File: src/rtl/evtmr_pkg.sv
package evtmr_pkg;

    // Config bit positions. Software encodes these, so they are fixed.
    localparam int CFG_TRIG  = 1;
    localparam int CFG_EN    = 2;
    localparam int CFG_PER   = 3;
    localparam int CFG_PCAP  = 4;
    localparam int CFG_WCAP  = 5;
    localparam int CFG_SETV  = 6;
    localparam int CFG_M32   = 8;
    localparam int CFG_RT_LO = 9;
    localparam int CFG_RT_HI = 13;
    localparam int RTCAP_BIT = 34;
    localparam int RT_W      = CFG_RT_HI - CFG_RT_LO + 1;

    typedef struct packed {
        logic            en;
        logic            per;
        logic            setv;
        logic            m32;
        logic [RT_W-1:0] route;
    } chcfg_t;

    function automatic logic [63:0] pack_cfg(input chcfg_t c);
        logic [63:0] w;
        w                       = '0;
        w[CFG_EN]               = c.en;
        w[CFG_PER]              = c.per;
        w[CFG_PCAP]             = 1'b1;
        w[CFG_WCAP]             = 1'b1;
        w[CFG_SETV]             = c.setv;
        w[CFG_M32]              = c.m32;
        w[CFG_RT_HI:CFG_RT_LO]  = c.route;
        w[RTCAP_BIT]            = 1'b1;
        return w;
    endfunction

endpackage

File: src/rtl/evtmr_match.sv
module evtmr_match #(
    parameter int CW = 64
) (
    input  logic [CW-1:0] cnt,
    input  logic [CW-1:0] cmp,
    input  logic          m32,
    input  logic          tick_ok,
    input  logic          wrap_ok,
    output logic          hit,
    output logic          wrap_hit,
    output logic          behind
);
    localparam int HW = CW / 2;

    logic [CW-1:0] diff_full;
    logic [HW-1:0] diff_lo;
    logic          eq_lo;
    logic          eq_full;

    always_comb begin
        eq_lo     = (cnt[HW-1:0] == cmp[HW-1:0]);
        eq_full   = (cnt == cmp);
        diff_full = cmp - cnt;
        diff_lo   = cmp[HW-1:0] - cnt[HW-1:0];
        hit       = tick_ok && (m32 ? eq_lo : eq_full);
        behind    = m32 ? diff_lo[HW-1] : diff_full[CW-1];
        wrap_hit  = tick_ok && wrap_ok && (cnt[HW-1:0] == '0) && !hit;
    end

endmodule

File: src/rtl/evtmr_route.sv
module evtmr_route #(
    parameter int CH_INDEX = 0,
    parameter int LINES    = 32,
    parameter int RT_W     = 5
) (
    input  logic             fire,
    input  logic             legacy,
    input  logic [RT_W-1:0]  route,
    output logic [LINES-1:0] lines
);
    localparam int LEG_LINE0 = 0;
    localparam int LEG_LINE1 = 8;

    logic [RT_W-1:0] sel;

    generate
        if (CH_INDEX == 0) begin : g_leg0
            always_comb sel = legacy ? RT_W'(LEG_LINE0) : route;
        end else if (CH_INDEX == 1) begin : g_leg1
            always_comb sel = legacy ? RT_W'(LEG_LINE1) : route;
        end else begin : g_noleg
            always_comb sel = route;
        end
    endgenerate

    always_comb begin
        lines = '0;
        for (int i = 0; i < LINES; i++) begin
            if (fire && (sel == RT_W'(i))) lines[i] = 1'b1;
        end
    end

endmodule

File: src/rtl/evtmr_channel.sv
module evtmr_channel
    import evtmr_pkg::*;
#(
    parameter int CH_INDEX = 0,
    parameter int LINES    = 32,
    parameter int CW       = 64
) (
    input  logic            clk,
    input  logic            rst_n,
    input  logic [CW-1:0]   cnt_val,
    input  logic            cnt_tick,
    input  logic            glb_en,
    input  logic            legacy_rt,
    input  logic            wr_cfg,
    input  logic            wr_cmp_lo,
    input  logic            wr_cmp_hi,
    input  logic [CW/2-1:0] wr_data,
    output logic [CW-1:0]   cfg_word,
    output logic [CW-1:0]   cmp_word,
    output logic [LINES-1:0] irq_lines,
    output logic            cfg_err
);
    localparam int HW = CW / 2;

    typedef struct packed {
        chcfg_t           cfg;
        logic [CW-1:0]    cmp;
        logic [CW-1:0]    period;
        logic             catchup;
        logic             arm;
        logic             err;
        logic [LINES-1:0] irq;
    } st_t;

    st_t st_q, st_d;

    logic             hit, wrap_hit, behind, per_nz, fire;
    logic [CW-1:0]    advanced;
    logic [LINES-1:0] line_sel;

    evtmr_match #(.CW(CW)) u_match (
        .cnt      (cnt_val),
        .cmp      (st_q.cmp),
        .m32      (st_q.cfg.m32),
        .tick_ok  (cnt_tick && glb_en),
        .wrap_ok  (st_q.arm && st_q.cfg.m32 && !st_q.cfg.per),
        .hit      (hit),
        .wrap_hit (wrap_hit),
        .behind   (behind)
    );

    evtmr_route #(.CH_INDEX(CH_INDEX), .LINES(LINES), .RT_W(RT_W)) u_route (
        .fire   (fire),
        .legacy (legacy_rt),
        .route  (st_q.cfg.route),
        .lines  (line_sel)
    );

    always_comb begin
        fire     = (hit || wrap_hit) && st_q.cfg.en;
        per_nz   = st_q.cfg.m32 ? (|st_q.period[HW-1:0]) : (|st_q.period);
        advanced = st_q.cmp + st_q.period;
        if (st_q.cfg.m32) begin
            advanced = {st_q.cmp[CW-1:HW], st_q.cmp[HW-1:0] + st_q.period[HW-1:0]};
        end

        st_d     = st_q;
        st_d.err = 1'b0;
        st_d.irq = line_sel;

        // Counter-driven events: match reload, catch-up, wrap disarm
        if (hit) begin
            if (st_q.cfg.per && per_nz) st_d.cmp = advanced;
            st_d.catchup = st_q.cfg.per && per_nz;
            st_d.arm     = 1'b0;
        end else if (st_q.catchup) begin
            if (behind && st_q.cfg.per && per_nz) st_d.cmp = advanced;
            else                                  st_d.catchup = 1'b0;
        end
        if (wrap_hit) st_d.arm = 1'b0;

        // Register writes take precedence over counter events
        if (wr_cfg) begin
            st_d.cfg.en    = wr_data[CFG_EN];
            st_d.cfg.per   = wr_data[CFG_PER];
            st_d.cfg.setv  = wr_data[CFG_SETV];
            st_d.cfg.m32   = wr_data[CFG_M32];
            st_d.cfg.route = wr_data[CFG_RT_HI:CFG_RT_LO];
            st_d.err       = wr_data[CFG_TRIG];
            st_d.arm       = 1'b1;
            if (wr_data[CFG_M32]) begin
                st_d.cmp[CW-1:HW]    = '0;
                st_d.period[CW-1:HW] = '0;
            end
        end

        if (wr_cmp_lo) begin
            if (!st_q.cfg.per || st_q.cfg.setv) st_d.cmp[HW-1:0] = wr_data;
            if (st_q.cfg.per) begin
                st_d.period[HW-1:0] = st_q.cfg.m32 ? {1'b0, wr_data[HW-2:0]} : wr_data;
            end
            st_d.cfg.setv = 1'b0;
            st_d.arm      = 1'b1;
            st_d.catchup  = 1'b0;
        end

        if (wr_cmp_hi) begin
            if (!st_q.cfg.per || st_q.cfg.setv) begin
                st_d.cmp[CW-1:HW] = wr_data;
            end else if (!st_q.cfg.m32) begin
                st_d.period[CW-1:HW] = {1'b0, wr_data[HW-2:0]};
            end
            st_d.cfg.setv = 1'b0;
            st_d.arm      = 1'b1;
            st_d.catchup  = 1'b0;
        end
    end

    always_ff @(posedge clk) begin
        if (!rst_n) begin
            st_q.cfg     <= '0;
            st_q.cmp     <= '1;
            st_q.period  <= '0;
            st_q.catchup <= 1'b0;
            st_q.arm     <= 1'b0;
            st_q.err     <= 1'b0;
            st_q.irq     <= '0;
        end else begin
            st_q <= st_d;
        end
    end

    always_comb begin
        cfg_word  = pack_cfg(st_q.cfg);
        cmp_word  = st_q.cmp;
        irq_lines = st_q.irq;
        cfg_err   = st_q.err;
    end

    // at most one line pulses
    a_r11_onehot: assert property (@(posedge clk) disable iff (!rst_n)
        $onehot0(irq_lines));

    // a pulse needs both enables in the cycle before
    a_r12_gated: assert property (@(posedge clk) disable iff (!rst_n)
        (|irq_lines) |-> ($past(glb_en) && $past(st_q.cfg.en)));

    // a pulse follows a counter tick
    a_r7_after_tick: assert property (@(posedge clk) disable iff (!rst_n)
        (|irq_lines) |-> $past(cnt_tick));

    // set-value clears after a comparator half write
    a_r5_setv_clear: assert property (@(posedge clk) disable iff (!rst_n)
        ((wr_cmp_lo || wr_cmp_hi) && !wr_cfg) |=> !st_q.cfg.setv);

    // period top bit is always clear
    a_r6_period_msb: assert property (@(posedge clk) disable iff (!rst_n)
        !st_q.period[CW-1]);

    // 32-bit mode keeps the period upper word clear
    a_r4_period_hi: assert property (@(posedge clk) disable iff (!rst_n)
        st_q.cfg.m32 |-> (st_q.period[CW-1:HW] == '0));

    // the error flag only follows a config write
    a_r3_err_src: assert property (@(posedge clk) disable iff (!rst_n)
        cfg_err |-> $past(wr_cfg));

endmodule

File: config.mk
export PLATFORM = sky130hd
export DESIGN_NAME = evtmr_channel
export DESIGN_NICKNAME = d
export VERILOG_FILES = /design/src/rtl/evtmr_pkg.sv /design/src/rtl/evtmr_match.sv /design/src/rtl/evtmr_route.sv /design/src/rtl/evtmr_channel.sv
export SDC_FILE = /design/constraint.sdc
export NUM_CORES = 1
export LEC_CHECK = 0
export BUFFER_PORTS_ARGS = -buffer_cell sky130_fd_sc_hd__buf_4
export CORE_MARGIN = 1.5
export CORE_UTILIZATION = 50
export DETAILED_ROUTE_END_ITERATION = 8
export PLACE_DENSITY_LB_ADDON = 0.3
export SETUP_SLACK_MARGIN = 0.3
export SYNTH_ARGS = -nofsm -noshare
export SYNTH_HDL_FRONTEND = slang
export SYNTH_SLANG_ARGS = --single-unit
File: constraint.sdc
create_clock -name clk -period 4.8 [get_ports clk]
set_clock_uncertainty 0.2 [all_clocks]
set_input_delay 0.96 -clock clk [delete_from_list [all_inputs] [get_ports clk]]
set_output_delay 0.96 -clock clk [all_outputs]
set_load 0.03 [all_outputs]
Word level (Yosys, flattened, before mapping)
Index checks and enable logic that the tools add are counted.

Flip-flop bits (word level): 172. Output and inout bits: 161. Bits of input ports: 104.

Mux-type cells: 61. Add/sub/neg operators: 4. Equality and inequality tests: 33. Bitwise gates (word level): 1. Reductions and logical operators: 55.

Operators by type and width (count): $mux 32 (12); $mux 64 (5); $eq 5x5->1 const B (16); $add 64x64->64 (1); $eq 64x64->1 (1); $reduce_or 64->1 (1); $sub 64x64->64 (1); $logic_and 1x1->1 (43); $mux 1 (42); $eq 5x4->1 const B (8); $add 32x32->32 (1); $eq 32x32->1 (1); $logic_not 32->1 (1); $reduce_or 32->1 (1); $sub 32x32->32 (1); $eq 5x3->1 const B (4); $eq 5x2->1 const B (2); $eq 5x1->1 const B (1); $logic_not 5->1 (1); $mux 5 (1); $reduce_bool 5->1 (1); $reduce_and 2->1 (2); $reduce_or 3->1 (1); $logic_not 1->1 (2); 3 further kinds (4).

Depth between registers and ports, before layout
Word-level depth: 11. Mapped depth: 13.

By module
A second synthesis with hierarchy kept.

Cell total of the unflattened synthesis: 1731. Area total of the unflattened synthesis: 13603.0 µm².

Modules (own cells, without submodules): evtmr_channel (sequential area each 3443.3 µm², cells an instance 1438, area an instance 11546.1 µm², instances 1); evtmr_match (sequential area each 0.0 µm², cells an instance 241, area an instance 1726.7 µm², instances 1); evtmr_route (sequential area each 0.0 µm², cells an instance 52, area an instance 330.3 µm², instances 1).

Worst setup path before layout
Ideal clock, no wire load.

Path type: input to register. Start: in cnt_val[52]. End: reg, netlist name cmp_word[40]. Data required time: 4.463 ns. Setup slack: 1.073 ns. Buffers on the path: 2. Stages on the path: 13. Library setup time: 0.137 ns. Data arrival time: 3.390 ns. Cells stage by stage: inv_1 -> ha_1 -> a21o_1 -> a21o_1 -> a21oi_1 -> o221ai_1 -> a221oi_2 -> mux2i_1 -> o41a_1 -> buf_2 -> buf_2 -> mux2i_1 -> o211ai_2.

Longest elaborated chain between the ends: 11.

Ends and longest elaborated chain: start: declaration (line evtmr_channel.sv:10) `input logic [CW-1:0] cnt_val,`; $sub 64x64->64 (line evtmr_match.sv:23) `diff_full = cmp - cnt;`; $mux 1 (line evtmr_match.sv:26) `behind = m32 ? diff_lo[HW-1] : diff_full[CW-1];`; $logic_and 1x1->1 (2 in a row) (line evtmr_channel.sv:77) `if (behind && st_q.cfg.per && per_nz) st_d.cmp = advanced;`; $mux 64 (line evtmr_channel.sv:77); $mux 64 (line evtmr_channel.sv:76) `end else if (st_q.catchup) begin`; $mux 64 * (line evtmr_channel.sv:72) `if (hit) begin`; $mux 32 (line evtmr_channel.sv:91) `if (wr_data[CFG_M32]) begin`; $mux 32 * (line evtmr_channel.sv:83) `if (wr_cfg) begin`; $mux 32 (line evtmr_channel.sv:108) `if (!st_q.cfg.per || st_q.cfg.setv) begin`; $mux 32 * (line evtmr_channel.sv:107) `if (wr_cmp_hi) begin`.

Mark *: on every way between the ends. The rest lies on a longest branch, timed or not. A chain may end at the register's enable or synchronous reset.

Worst setup path after layout
Start: in cnt_val[48]. End: reg, netlist name cmp_word[49].

Longest elaborated chain between the ends: 11.

Ends and longest elaborated chain (line): $sub 64x64->64 (evtmr_match.sv:23); $mux 1 (evtmr_match.sv:26); $logic_and 1x1->1 (2 in a row) (evtmr_channel.sv:77); $mux 64 (evtmr_channel.sv:77); $mux 64 (evtmr_channel.sv:76); $mux 64 * (evtmr_channel.sv:72); $mux 32 (evtmr_channel.sv:91); $mux 32 * (evtmr_channel.sv:83); $mux 32 (evtmr_channel.sv:108); $mux 32 * (evtmr_channel.sv:107).

Marks and branches as above.

==> results.json <==
{
  "hold_violations": 0,
  "first_global_vias": 11315,
  "dp_hpwl_mm": 32.9,
  "min_path_type": "reg2reg",
  "drv_cap": 0,
  "fin_area_um2": 14800,
  "clk_pin_slew_ns": 0.08,
  "tns_ns": 0,
  "max_slew_margin_pct": 23.8,
  "yosysTopAreaCellShare_pct": 25.8,
  "vdd_ir_drop_max_v": 0.000241,
  "cts_setup_buffers": 0,
  "grt_max_degree": 69,
  "fp-row-count": 59,
  "cts_buffer_depth": 2,
  "crit_path_top_delay_cell": "a21oi_1",
  "drv_slew": 0,
  "crit_path_max_fanout": 7,
  "cp-end-kind": "flop",
  "crit_path_start_kind": "primary input",
  "vias_per_cell": 5.91,
  "synth_area_leader_cell": "dfxtp_1",
  "fmax_mhz": 235,
  "crit_buf_inv": 3,
  "path_delay_family": "compound AO/OA/AOI/OAI gates",
  "yosys_most_used_dff": "dfxtp_1",
  "wirelength_mm": 41.9,
  "port_buffers": 209,
  "place_area_um2": 14200,
  "crit_chain": "buf_4, inv_1, ha_1, a21o_1, a21o_1, a21oi_1, nand2_1, a221oi_2, a21oi_1, o41a_1, buf_4, nor2_1, nand2_1, o2111ai_1",
  "finalWeightedCongestion": 0.973,
  "violations": "design-rule violations",
  "fin_crit_ns": 4.25,
  "grt_pass1_wl_mm": 64.5,
  "cts_root_buffer": "clkbuf_16",
  "pin_count": 265,
  "cts_tree": "built",
  "placedCellCount": 2018,
  "ant_nets": 0,
  "synthToLayoutAreaGrowth_pct": 10.7,
  "antenna_found_initial": 0,
  "clock-sinks": 172,
  "die_h_um": 166,
  "clk_latency_ns": 0.45,
  "synth_cells": 1633,
  "status": "finished with violations",
  "nets": 1933,
  "hold_buffers": 0,
  "synth_most_common_cell": "nand2_1",
  "p_leak_uw": 0.00680,
  "fillers": 2470,
  "htree_num_levels": 4,
  "holdWs_ns": 0.298,
  "power_density_nw_per_um2": 292,
  "critical_path_required_ns": 4.97,
  "rsz0062_at_grt": "no",
  "yosysSeqAreaShare_pct": 25.8,
  "setup_violations": 0,
  "yosys-top-cells-area": "dfxtp_1 26%, ha_1 12%, buf_4 9.4%",
  "multiInputGateArea_um2": 8260,
  "synth_warnings": 0,
  "wl_per_cell_um": 20.4,
  "ys_seq_elements": 172,
  "drtPass1Iterations": 8,
  "grt_overflow": 0,
  "die_x_um": 166,
  "synth-edff-count": 0,
  "coreArea_um2": 26100,
  "cts_buffers": 17,
  "antennaDiodeCount": 0,
  "drc_errors": 18,
  "cts-resized-gates": 0,
  "final-seq-area_um2": 3440,
  "synth_area_um2": 13400,
  "crit_type": "in2reg",
  "grtUsageTotal_pct": 29.7,
  "fin_cells": 2050,
  "design.die.area_um2": 27700,
  "drive_gt1_share_pct": 17.5,
  "vias": 12122,
  "initial_utilization_pct": 51.1,
  "worst_slew_pin_slew_ns": 1.14,
  "cpPeakStageDelay_ns": 0.53,
  "synth-async-reset-ratio_pct": 0,
  "critPathArrivalTime_ns": 4.42,
  "period_share_pct": 88.6,
  "synth.distinct_cells": 91,
  "drt_iter0_drc": 1087,
  "avgSynthCellArea_um2": 8.18,
  "synth_common_cells": "178 x nand2_1, 172 x dfxtp_1, 167 x buf_4"
}
[area by class of cell]
type / count / area share [%]
Multi-Input combinational cell: 1201 / 55.9
Sequential cell: 172 / 23.3
Timing Repair Buffer: 228 / 11.7
Clock buffer: 17 / 2.88
Tap cell: 335 / 2.83
Inverter: 82 / 2.08
Clock inverter: 15 / 1.41
[kinds of logic after synthesis]
family	count (synthesis)	share of synthesized area (%)
other	2	0.0562
muxes	55	4.12
adders and majority gates	127	11.9
AOI/OAI and AO/OA	430	22.6
and+or+nand+nor	475	17.6
DFF	172	25.8
xor gates and xnor gates	59	3.87
buffers and inverters	313	14.0
[final timing paths]
check	startpoint	end	slack, ns	cells past startpoint
worst min-delay path	st_q[54]	st_q[54]	0.30	2
worst max register to register	cmp_word[0]	cmp_word[62]	0.72	12
worst max-delay path	cnt_val[48]	cmp_word[49]	0.55	14
worst min register to register	st_q[54]	st_q[54]	0.30	2
[placed cells by master (no fill, tap or decap), types with 4 or more instances in the layout]
cell,netlist,routed
a22o_1,30,30
nor2_1,93,92
a31oi_1,10,10
nand3_1,31,31
nor4_1,27,27
nor3b_1,13,13
nand4_1,36,36
o21ai_1,4,4
o21a_1,7,7
a211oi_1,9,9
dfxtp_1,172,172
a21o_2,4,4
and4_1,8,8
nand3b_1,5,5
nand2_1,178,178
o2111ai_1,4,4
and2_1,12,12
conb_1,2,55
and3_1,12,12
mux2i_1,55,55
o21bai_1,10,10
a21boi_0,43,43
inv_1,82,82
clkinv_8,0,8
o211ai_1,37,37
buf_4,167,227
nand2b_1,5,5
o21ai_0,40,40
nor3_1,19,19
clkbuf_16,0,17
xor2_1,24,24
a21oi_1,122,122
xnor2_1,35,35
ha_1,126,126
o31ai_1,9,9
nor2b_1,12,12
a21o_1,51,51
[layer usage]
layer,track usage (%),up-vias,wire (um)
met5,0,-,0
met4,9.45,0,1080
met3,4.04,62,2900
met2,48.4,517,19400
met1,40.6,5738,18600
li1,-,5805,-
[through the flow]
stage          total power (uW)  setup WS (ns)  utilization (%)
6_report                   4320          0.547             56.6
4_1_cts                    4310          0.622             56.6
5_1_grt                    4510          0.389             56.6
2_1_floorplan              2560           1.07                -
3_3_place_gp               2850          0.227             54.2
3_5_place_dp               2860          0.165             54.2
[state kept, by name, indices dropped and copies added, names as in the netlist]
name       cells
cmp_word      64
cfg_word       9
cfg_err        1
irq_lines     32
st_q          66
[worst register-to-register path, stage by stage, from the launching register on]
cell	delay, ns
dfxtp_1	0.35
ha_1	0.27
fa_1	0.44
a211oi_1	0.38
nor4_2	0.11
a211oi_2	0.53
o21ba_2	0.30
a311oi_1	0.12
nand3b_1	0.32
a221o_1	0.41
a21oi_1	0.17
xor2_1	0.21
o2111ai_1	0.12
[power breakdown]
part | switching [uW] | total, uW | internal, uW
clock network | 745 | 1460 | 719
logic | 798 | 1280 | 483
registers | 88.4 | 1580 | 1490
total | 1630 | 4320 | 2690
Note: power is estimated with default switching activity, not from simulation.
